File: config.mk
export PLATFORM = sky130hd
export DESIGN_NAME = pio_ctl_seq
export DESIGN_NICKNAME = d
export VERILOG_FILES = /design/src/rtl/pio_ctl_pkg.sv /design/src/rtl/pio_ctl_decode.sv /design/src/rtl/pio_ctl_state.sv /design/src/rtl/pio_ctl_regs.sv /design/src/rtl/pio_ctl_seq.sv
export SDC_FILE = /design/constraint.sdc
export NUM_CORES = 1
export LEC_CHECK = 0
export ABC_AREA = 1
export BUFFER_PORTS_ARGS = -buffer_cell sky130_fd_sc_hd__buf_2
export CAP_MARGIN = 10
export CORE_MARGIN = 2
export CORE_UTILIZATION = 50
export CTS_BUF_LIST = sky130_fd_sc_hd__clkbuf_8
export DETAILED_ROUTE_END_ITERATION = 12
export GPL_TIMING_DRIVEN = 0
export PLACE_DENSITY = 0.84
export SLEW_MARGIN = 15
export SYNTH_ARGS = -nofsm -noshare
export SYNTH_HDL_FRONTEND = slang
export SYNTH_SLANG_ARGS = --single-unit
File: constraint.sdc
create_clock -name clk -period 1.1 [get_ports clk]
set_input_delay 0.11 -clock clk [delete_from_list [all_inputs] [get_ports clk]]
set_output_delay 0.11 -clock clk [all_outputs]
set_load 0.02 [all_outputs]
File: src/rtl/pio_ctl_pkg.sv
package pio_ctl_pkg;

    localparam int BYTE_W = 8;
    localparam int NIB_W  = 4;

    typedef enum logic [1:0] {
        MODE_OUT    = 2'd0,
        MODE_IN     = 2'd1,
        MODE_BIDIR  = 2'd2,
        MODE_BITCTL = 2'd3
    } port_mode_e;

    typedef enum logic [1:0] {
        EXP_CTRL   = 2'd0,
        EXP_DIRSEL = 2'd1,
        EXP_MASK   = 2'd2
    } expect_e;

    typedef enum logic [1:0] {
        CW_NONE    = 2'd0,
        CW_MODE    = 2'd1,
        CW_INTFULL = 2'd2,
        CW_INTEN   = 2'd3
    } cw_kind_e;

    localparam logic [NIB_W-1:0] NIB_MODE    = 4'b1111;
    localparam logic [NIB_W-1:0] NIB_INTFULL = 4'b0111;
    localparam logic [NIB_W-1:0] NIB_INTEN   = 4'b0011;

    typedef struct packed {
        cw_kind_e   kind;
        port_mode_e mode;
        logic       ien;
        logic       and_sel;
        logic       high_sel;
        logic       mask_next;
    } cw_fields_t;

    typedef struct packed {
        port_mode_e        mode;
        logic [BYTE_W-1:0] dir;
        logic [BYTE_W-1:0] mask;
        logic              ien;
        logic              and_sel;
        logic              high_sel;
    } settings_t;

    function automatic cw_fields_t classify(input logic [BYTE_W-1:0] b);
        cw_fields_t f;
        f.mode      = port_mode_e'(b[7:6]);
        f.ien       = b[7];
        f.and_sel   = b[6];
        f.high_sel  = b[5];
        f.mask_next = b[4];
        case (b[NIB_W-1:0])
            NIB_MODE:    f.kind = CW_MODE;
            NIB_INTFULL: f.kind = CW_INTFULL;
            NIB_INTEN:   f.kind = CW_INTEN;
            default:     f.kind = CW_NONE;
        endcase
        return f;
    endfunction

endpackage

File: src/rtl/pio_ctl_decode.sv
module pio_ctl_decode
    import pio_ctl_pkg::*;
(
    input  logic              wr_en,
    input  logic [BYTE_W-1:0] wr_data,
    input  expect_e           expect_q,
    output cw_fields_t        fields,
    output logic              take_ctrl,
    output logic              take_dir,
    output logic              take_mask
);
    always_comb begin
        fields    = classify(wr_data);
        take_ctrl = wr_en && (expect_q == EXP_CTRL) && (fields.kind != CW_NONE);
        take_dir  = wr_en && (expect_q == EXP_DIRSEL);
        take_mask = wr_en && (expect_q == EXP_MASK);
    end
endmodule

File: src/rtl/pio_ctl_state.sv
module pio_ctl_state
    import pio_ctl_pkg::*;
(
    input  logic       clk,
    input  logic       rst,
    input  logic       take_ctrl,
    input  logic       take_dir,
    input  logic       take_mask,
    input  cw_fields_t fields,
    output expect_e    expect_q
);
    expect_e expect_d;

    always_comb begin
        expect_d = expect_q;
        if (take_dir || take_mask) begin
            expect_d = EXP_CTRL;
        end else if (take_ctrl) begin
            if (fields.kind == CW_MODE && fields.mode == MODE_BITCTL)
                expect_d = EXP_DIRSEL;
            else if (fields.kind == CW_INTFULL && fields.mask_next)
                expect_d = EXP_MASK;
        end
    end

    always_ff @(posedge clk) begin
        if (rst) expect_q <= EXP_CTRL;
        else     expect_q <= expect_d;
    end

    // the state register never holds the unused code
    p_expect_legal_r3: assert property (@(posedge clk) disable iff (rst)
        expect_q != expect_e'(2'd3));

    // a byte taken as direction data returns the parser to control
    p_dir_return_r3: assert property (@(posedge clk) disable iff (rst)
        take_dir |=> expect_q == EXP_CTRL);

    // a byte taken as mask data returns the parser to control
    p_mask_return_r5: assert property (@(posedge clk) disable iff (rst)
        take_mask |=> expect_q == EXP_CTRL);

    // with no load the expectation holds
    p_expect_idle_r11: assert property (@(posedge clk) disable iff (rst)
        !(take_ctrl || take_dir || take_mask) |=> $stable(expect_q));
endmodule

File: src/rtl/pio_ctl_regs.sv
module pio_ctl_regs
    import pio_ctl_pkg::*;
#(
    parameter logic [BYTE_W-1:0] MASK_RESET = 8'hFF,
    parameter logic [BYTE_W-1:0] DIR_RESET  = 8'hFF,
    parameter port_mode_e        MODE_RESET = MODE_IN
) (
    input  logic              clk,
    input  logic              rst,
    input  logic              take_ctrl,
    input  logic              take_dir,
    input  logic              take_mask,
    input  cw_fields_t        fields,
    input  logic [BYTE_W-1:0] wr_data,
    output settings_t         set_q,
    output logic              clr_q
);
    settings_t set_d;
    logic      clr_d;

    always_comb begin
        set_d = set_q;
        clr_d = 1'b0;
        if (take_dir)  set_d.dir  = wr_data;
        if (take_mask) set_d.mask = wr_data;
        if (take_ctrl) begin
            case (fields.kind)
                CW_MODE: set_d.mode = fields.mode;
                CW_INTFULL: begin
                    set_d.ien      = fields.ien;
                    set_d.and_sel  = fields.and_sel;
                    set_d.high_sel = fields.high_sel;
                    clr_d          = fields.mask_next;
                end
                CW_INTEN: set_d.ien = fields.ien;
                default: ;
            endcase
        end
    end

    always_ff @(posedge clk) begin
        if (rst) begin
            set_q.mode     <= MODE_RESET;
            set_q.dir      <= DIR_RESET;
            set_q.mask     <= MASK_RESET;
            set_q.ien      <= 1'b0;
            set_q.and_sel  <= 1'b0;
            set_q.high_sel <= 1'b0;
            clr_q          <= 1'b0;
        end else begin
            set_q <= set_d;
            clr_q <= clr_d;
        end
    end

    // settings hold when nothing is loaded
    p_idle_hold_r11: assert property (@(posedge clk) disable iff (rst)
        !(take_ctrl || take_dir || take_mask) |=> $stable(set_q));

    // a data byte leaves mode and interrupt settings alone
    p_data_no_ctrl_r10: assert property (@(posedge clk) disable iff (rst)
        (take_dir || take_mask) |=>
            $stable(set_q.mode) && $stable(set_q.ien) &&
            $stable(set_q.and_sel) && $stable(set_q.high_sel));

    // direction data lands whole in the direction register
    p_dir_load_r3: assert property (@(posedge clk) disable iff (rst)
        take_dir |=> set_q.dir == $past(wr_data));

    // the enable-only word touches only the enable
    p_inten_only_r7: assert property (@(posedge clk) disable iff (rst)
        (take_ctrl && fields.kind == CW_INTEN) |=>
            $stable(set_q.mode) && $stable(set_q.mask) && $stable(set_q.dir) &&
            $stable(set_q.and_sel) && $stable(set_q.high_sel));
endmodule

File: src/rtl/pio_ctl_seq.sv
module pio_ctl_seq
    import pio_ctl_pkg::*;
#(
    parameter logic [BYTE_W-1:0] MASK_RESET = 8'hFF,
    parameter logic [BYTE_W-1:0] DIR_RESET  = 8'hFF,
    parameter port_mode_e        MODE_RESET = MODE_IN
) (
    input  logic              clk,
    input  logic              rst,
    input  logic              wr_en,
    input  logic [BYTE_W-1:0] wr_data,
    output logic [1:0]        mode,
    output logic [BYTE_W-1:0] dir_sel,
    output logic [BYTE_W-1:0] mon_mask,
    output logic              int_en,
    output logic              mon_and,
    output logic              mon_high,
    output logic [1:0]        expect_kind,
    output logic              irq_clear
);
    expect_e    expect_q;
    cw_fields_t fields;
    logic       take_ctrl, take_dir, take_mask;
    settings_t  set_q;
    logic       clr_q;

    pio_ctl_decode u_decode (
        .wr_en     (wr_en),
        .wr_data   (wr_data),
        .expect_q  (expect_q),
        .fields    (fields),
        .take_ctrl (take_ctrl),
        .take_dir  (take_dir),
        .take_mask (take_mask)
    );

    pio_ctl_state u_state (
        .clk       (clk),
        .rst       (rst),
        .take_ctrl (take_ctrl),
        .take_dir  (take_dir),
        .take_mask (take_mask),
        .fields    (fields),
        .expect_q  (expect_q)
    );

    pio_ctl_regs #(
        .MASK_RESET (MASK_RESET),
        .DIR_RESET  (DIR_RESET),
        .MODE_RESET (MODE_RESET)
    ) u_regs (
        .clk       (clk),
        .rst       (rst),
        .take_ctrl (take_ctrl),
        .take_dir  (take_dir),
        .take_mask (take_mask),
        .fields    (fields),
        .wr_data   (wr_data),
        .set_q     (set_q),
        .clr_q     (clr_q)
    );

    assign mode        = set_q.mode;
    assign dir_sel     = set_q.dir;
    assign mon_mask    = set_q.mask;
    assign int_en      = set_q.ien;
    assign mon_and     = set_q.and_sel;
    assign mon_high    = set_q.high_sel;
    assign expect_kind = expect_q;
    assign irq_clear   = clr_q;

    // a clear pulse always coincides with the parser waiting for a mask
    p_clr_opens_mask_r6: assert property (@(posedge clk) disable iff (rst)
        irq_clear |-> expect_kind == 2'd2);

    // the clear pulse never lasts two cycles
    p_clr_single_r6: assert property (@(posedge clk) disable iff (rst)
        irq_clear |=> !irq_clear);

    // an unrecognised control byte changes nothing
    p_ignore_r8: assert property (@(posedge clk) disable iff (rst)
        (wr_en && expect_kind == 2'd0 && wr_data[3:0] != 4'b1111 &&
         wr_data[3:0] != 4'b0111 && wr_data[3:0] != 4'b0011) |=>
            $stable(mode) && $stable(dir_sel) && $stable(mon_mask) &&
            $stable(int_en) && $stable(mon_and) && $stable(mon_high) &&
            expect_kind == 2'd0 && !irq_clear);

    // mode changes only after a strobed write
    p_mode_needs_write_r2: assert property (@(posedge clk) disable iff (rst)
        !$stable(mode) |-> $past(wr_en));
endmodule

---- Word-level counts from Yosys, hierarchy flattened ----
Cells that the tools add are included.
word-level totals
  register bits ........................... 24
cells by class
  equal/unequal tests ..................... 9
  mux-type cells .......................... 3
  bitwise logic cells ..................... 2
  reductions and logical operators ........ 17
operator list
  cell                                                                   number
  2-bit equality test, second input constant                             4
  2-bit AND reduction                                                    4
  1-bit logical AND                                                      6
  2-bit case mux with 3 select lines                                     1
  2-bit by 1-bit equality test with 1-bit output, second input constant  2
  4-bit by 2-bit equality test with 1-bit output, second input constant  1
  4-bit by 3-bit equality test with 1-bit output, second input constant  1
  4-bit equality test, second input constant                             1
  2-bit 2-to-1 mux                                                       2
  2-bit nonzero test                                                     2
  2-bit OR reduction                                                     2
  3-bit OR reduction                                                     1
  2-bit zero test                                                        1
  1-bit inverter                                                         2
  1-bit logical OR                                                       1

---- Longest topological paths before layout ----
  word-level depth ........................ 6
  depth in mapped cells ................... 7
  gate-level depth less buffers ........... 7

---- Modules after synthesis ----
Synthesis repeated with hierarchy kept, for this count alone.
unflattened totals
  cell total of the unflattened synthesis .. 145
  area total of the unflattened synthesis .. 1023.5 sq um
modules (own cells, without submodules)
  module          instances  cells each  area each (sq um)  seq. area each (sq um)
  pio_ctl_regs    1          105         799.5              440.4
  pio_ctl_state   1          19          118.9              40.0
  pio_ctl_decode  1          21          105.1              0.0

---- Least setup slack after synthesis ----
OpenSTA, ideal clock, no wires.
  path kind ............................... reg-to-reg
  start ................................... register u_state.expect_q[0]
  end ..................................... register, netlist name u_regs.set_q[16]
  arrival ................................. 0.986 ns
  required time ........................... 0.962 ns
  setup slack ............................. -0.025 ns
  stages on the path, launching flop included .. 5
  buffers on the path ..................... 1
  clock period less this slack ............ 1.125 ns
  path through ............................ dfxtp_1 nand3_2 buf_6 nand2_1 o211ai_1
between the ends
  cells in the longest elaborated chain, start to end .. 2
RTL lines
  element                                         RTL line              RTL
  start: declaration                              pio_ctl_state.sv:10   output expect_e expect_q
  start signal: assignment                        pio_ctl_state.sv:28   else expect_q <= expect_d;
  2-bit by 1-bit equality test with 1-bit output  pio_ctl_decode.sv:15  take_dir = wr_en && (expect_q == EXP_DIRSEL);
  1-bit logical AND                               pio_ctl_decode.sv:15
Every way passes these cells.
A chain may end at the register's enable or synchronous reset.

---- Final worst setup path ----
  start ................................... register u_state.expect_q[1]
  end ..................................... register, netlist name u_regs.set_q[12]
between the ends
  cells in the longest elaborated chain, start to end .. 2
RTL lines
  element                                         RTL line
  2-bit by 1-bit equality test with 1-bit output  pio_ctl_decode.sv:15
  1-bit logical AND                               pio_ctl_decode.sv:15
Every way passes these cells.

==> impl_metrics.csv <==
group,metric,value,unit
outcome,status,"finished clean",
min_path,hp-class,"in -> reg",
sta,tightest_slew,0.423,ns
drt,wl,2.50,mm
setup_path,rrSetupSlack,0.03,ns
layout,register_area,485,um2
layout,final_common_cell,"buf_2",
cts,clk_latency,0.26,ns
synthesis,avgSynthCellArea,7.87,um2
placement,gp_congestion,0.776,
sta,min_period,1.07,ns
setup_path,r2r-end,"u_regs.set_q[12]",
setup_path,worstPathArrival,1.19,ns
flow_run,cap_viol_max_count,0,
cts,hold_buffers,0,
synthesis,syn-cell-area,968,um2
drt,detail_route.vias_per_cell,5.25,
synthesis,syn_nets,134,
floorplanning,design.die.area,2300,um2
global_routing,grt_usage,22.4,%
layout,antenna_cells,0,
drt,routedWlPerCell,13.2,um
setup_path,cp-start-kind,"register",
floorplanning,row_count,15,
global_routing,overflow,0,
min_path,whs_path_depth,2,
sta,holdWs,0.0351,ns
synthesis,syn-instance-count,123,
power_and_ir_drop,cellLeakagePower,0.681,nW
min_path,hold_end,"u_regs.clr_q",
cts,clock_path_buffers,2,
sta,slew_headroom,71.8,%
setup_path,crit_path_max_fanout,8,
placement,io_buffers,34,
cts,cts_buffers,3,
floorplanning,die_y,48.0,um
drt,drt_iter0_drc,31,
global_routing,antenna_found_initial,0,
synthesis,synth_seq_cells,24,
drt,drt-pass1-iter-count,4,
floorplanning,fp.dieW,48.0,um
floorplanning,start_util,54.3,%
sta,setup_tns,0,ns
layout,nFillCells,124,
layout,final_cell_mix,"buf_2, nand2_1, dfxtp_1",
placement,post-place-cells,182,
layout,fin_nets,176,
global_routing,grt_pass1_wl,3.64,mm
sta,fin_ws,0.0330,ns
layout,multi_input_area,423,um2
cts,tritoncts,"done",
drt,via_count,993,
floorplanning,coreArea,1780,um2
setup_path,worst_ep_required_time,1.23,ns
setup_path,r2r_cells,6,
cts,htree_levels,1,
sta,max_freq,937,MHz
placement,dp_hpwl,1.66,mm
sta,rsz0062_at_grt,"true",
synthesis,yosysSeqAreaShare,49.6,%
cts,clock-sinks,24,
layout,final_cells,189,
synthesis,yosysWarnings,0,
min_path,worstHoldStart,"rst",
sta,setup-violations-final,0,
cts,clk_pin_slew,0.08,ns
setup_path,path_class,"reg -> reg",
synthesis,synth_cell_type_count,17,
power_and_ir_drop,ir_drop,873,uV
cts,clock-root-buffer,"clkbuf_8",
global_routing,grt_pass1_vias,900,
sta,finalMaxSlewViolations,0,
floorplanning,io_pins,35,
setup_path,reg2reg_from,"u_state.expect_q[1]",
power_and_ir_drop,power_per_cell_area,1230,nW/um2
drt,ant_nets,0,
sta,fin_skew,0.00279,ns
setup_path,end_kind,"register",
sta,fin_crit_sh,97.0,%
placement,pre_cts_ws,0.0422,ns
drt,drc_errors,0,
sta,hold_viol_final,0,
layout,drive_gt1_share,35.4,%
global_routing,grt_max_degree,14,
layout,area_delta_synth_final,34.2,%
cell type report:
class / count / share of cell area [%]
repair buffers: 37 / 15.8
plain buffers: 4 / 2.41
flip-flops and latches: 24 / 37.3
inverters: 17 / 5.29
well taps: 25 / 2.41
clock buffers: 4 / 4.23
multi-input cells: 78 / 32.5
registers in the layout, indices dropped and copies added (netlist names):
signal / count
u_state.expect_q: 2
u_regs.set_q: 21
u_regs.clr_q: 1
worst max-delay path by stage:
stage | from | end | slack (ns) | cells after the start
after floorplan | u_state.expect_q[1] | u_regs.set_q[3] | 0.04 | 4
after global placement | u_state.expect_q[0] | u_regs.set_q[4] | 0.05 | 5
after detailed placement | u_state.expect_q[0] | u_regs.set_q[3] | 0.04 | 5
after CTS | u_state.expect_q[0] | u_regs.set_q[3] | 0.01 | 5
after global routing | u_state.expect_q[1] | u_regs.set_q[0] | -0.03 | 6
final | u_state.expect_q[1] | u_regs.set_q[12] | 0.03 | 6
cells in the mapped netlist:
cell | count | share of area, %
nand2_1 | 34 | 13
dfxtp_1 | 24 | 50
inv_1 | 15 | 5.8
nor2_1 | 12 | 4.7
o211ai_1 | 12 | 9.3
nand3_1 | 9 | 4.7
nand3_2 | 3 | 3.1
a21oi_1 | 2 | 1.0
buf_6 | 2 | 2.3
nand2_2 | 2 | 1.3
o21bai_1 | 2 | 1.5
buf_2 | 1 | 0.52
clkbuf_1 | 1 | 0.39
clkinv_1 | 1 | 0.39
inv_2 | 1 | 0.39
nand4_1 | 1 | 0.65
nor2_4 | 1 | 1.2
per-layer routing:
layer  vias up  GRT usage, %  routed length, um
li1        480             -                  -
met1       450          24.9                979
met2        47          40.5               1240
met3        16          3.02                150
met4         0          11.9                123
met5         -             0                  0
timing repair:
item	in CTS	in global routing
setup endpoints to repair	0	11
buffers inserted	0	2
endpoints found under the hold margin	0	0
gates resized for setup	0	13
cell families after synthesis:
| group | Yosys count | synth area share (%) |
|---|---|---|
| buffers and inverters | 21 | 9.82 |
| AND/OR/NAND/NOR | 62 | 28.7 |
| AO/OA/AOI/OAI | 16 | 11.9 |
| flip-flops | 24 | 49.6 |
critical path, stage by stage, from the launching register on:
cell,delay [ns]
dfxtp_4,0.37
inv_6,0.07
buf_12,0.09
nand3_4,0.10
buf_6,0.17
nand2_2,0.06
nand3_1,0.07
metrics by stage:
stage | utilization (%) | area (um2) | total power [mW]
3_5_place_dp | 65.7 | 1170 | 1.02
5_1_grt | 72.9 | 1300 | 1.65
2_1_floorplan | - | 970 | 0.970
6_report | 72.9 | 1300 | 1.60
4_1_cts | 68.8 | 1230 | 1.59
3_3_place_gp | 65.7 | 1170 | 1.02
report_power, final:
group | internal [mW] | switching (mW)
sequential | 0.874 | 0.00429
clock | 0.319 | 0.268
combinational | 0.0449 | 0.0874
total | 1.24 | 0.359
(Power assumes the default switching activity.)
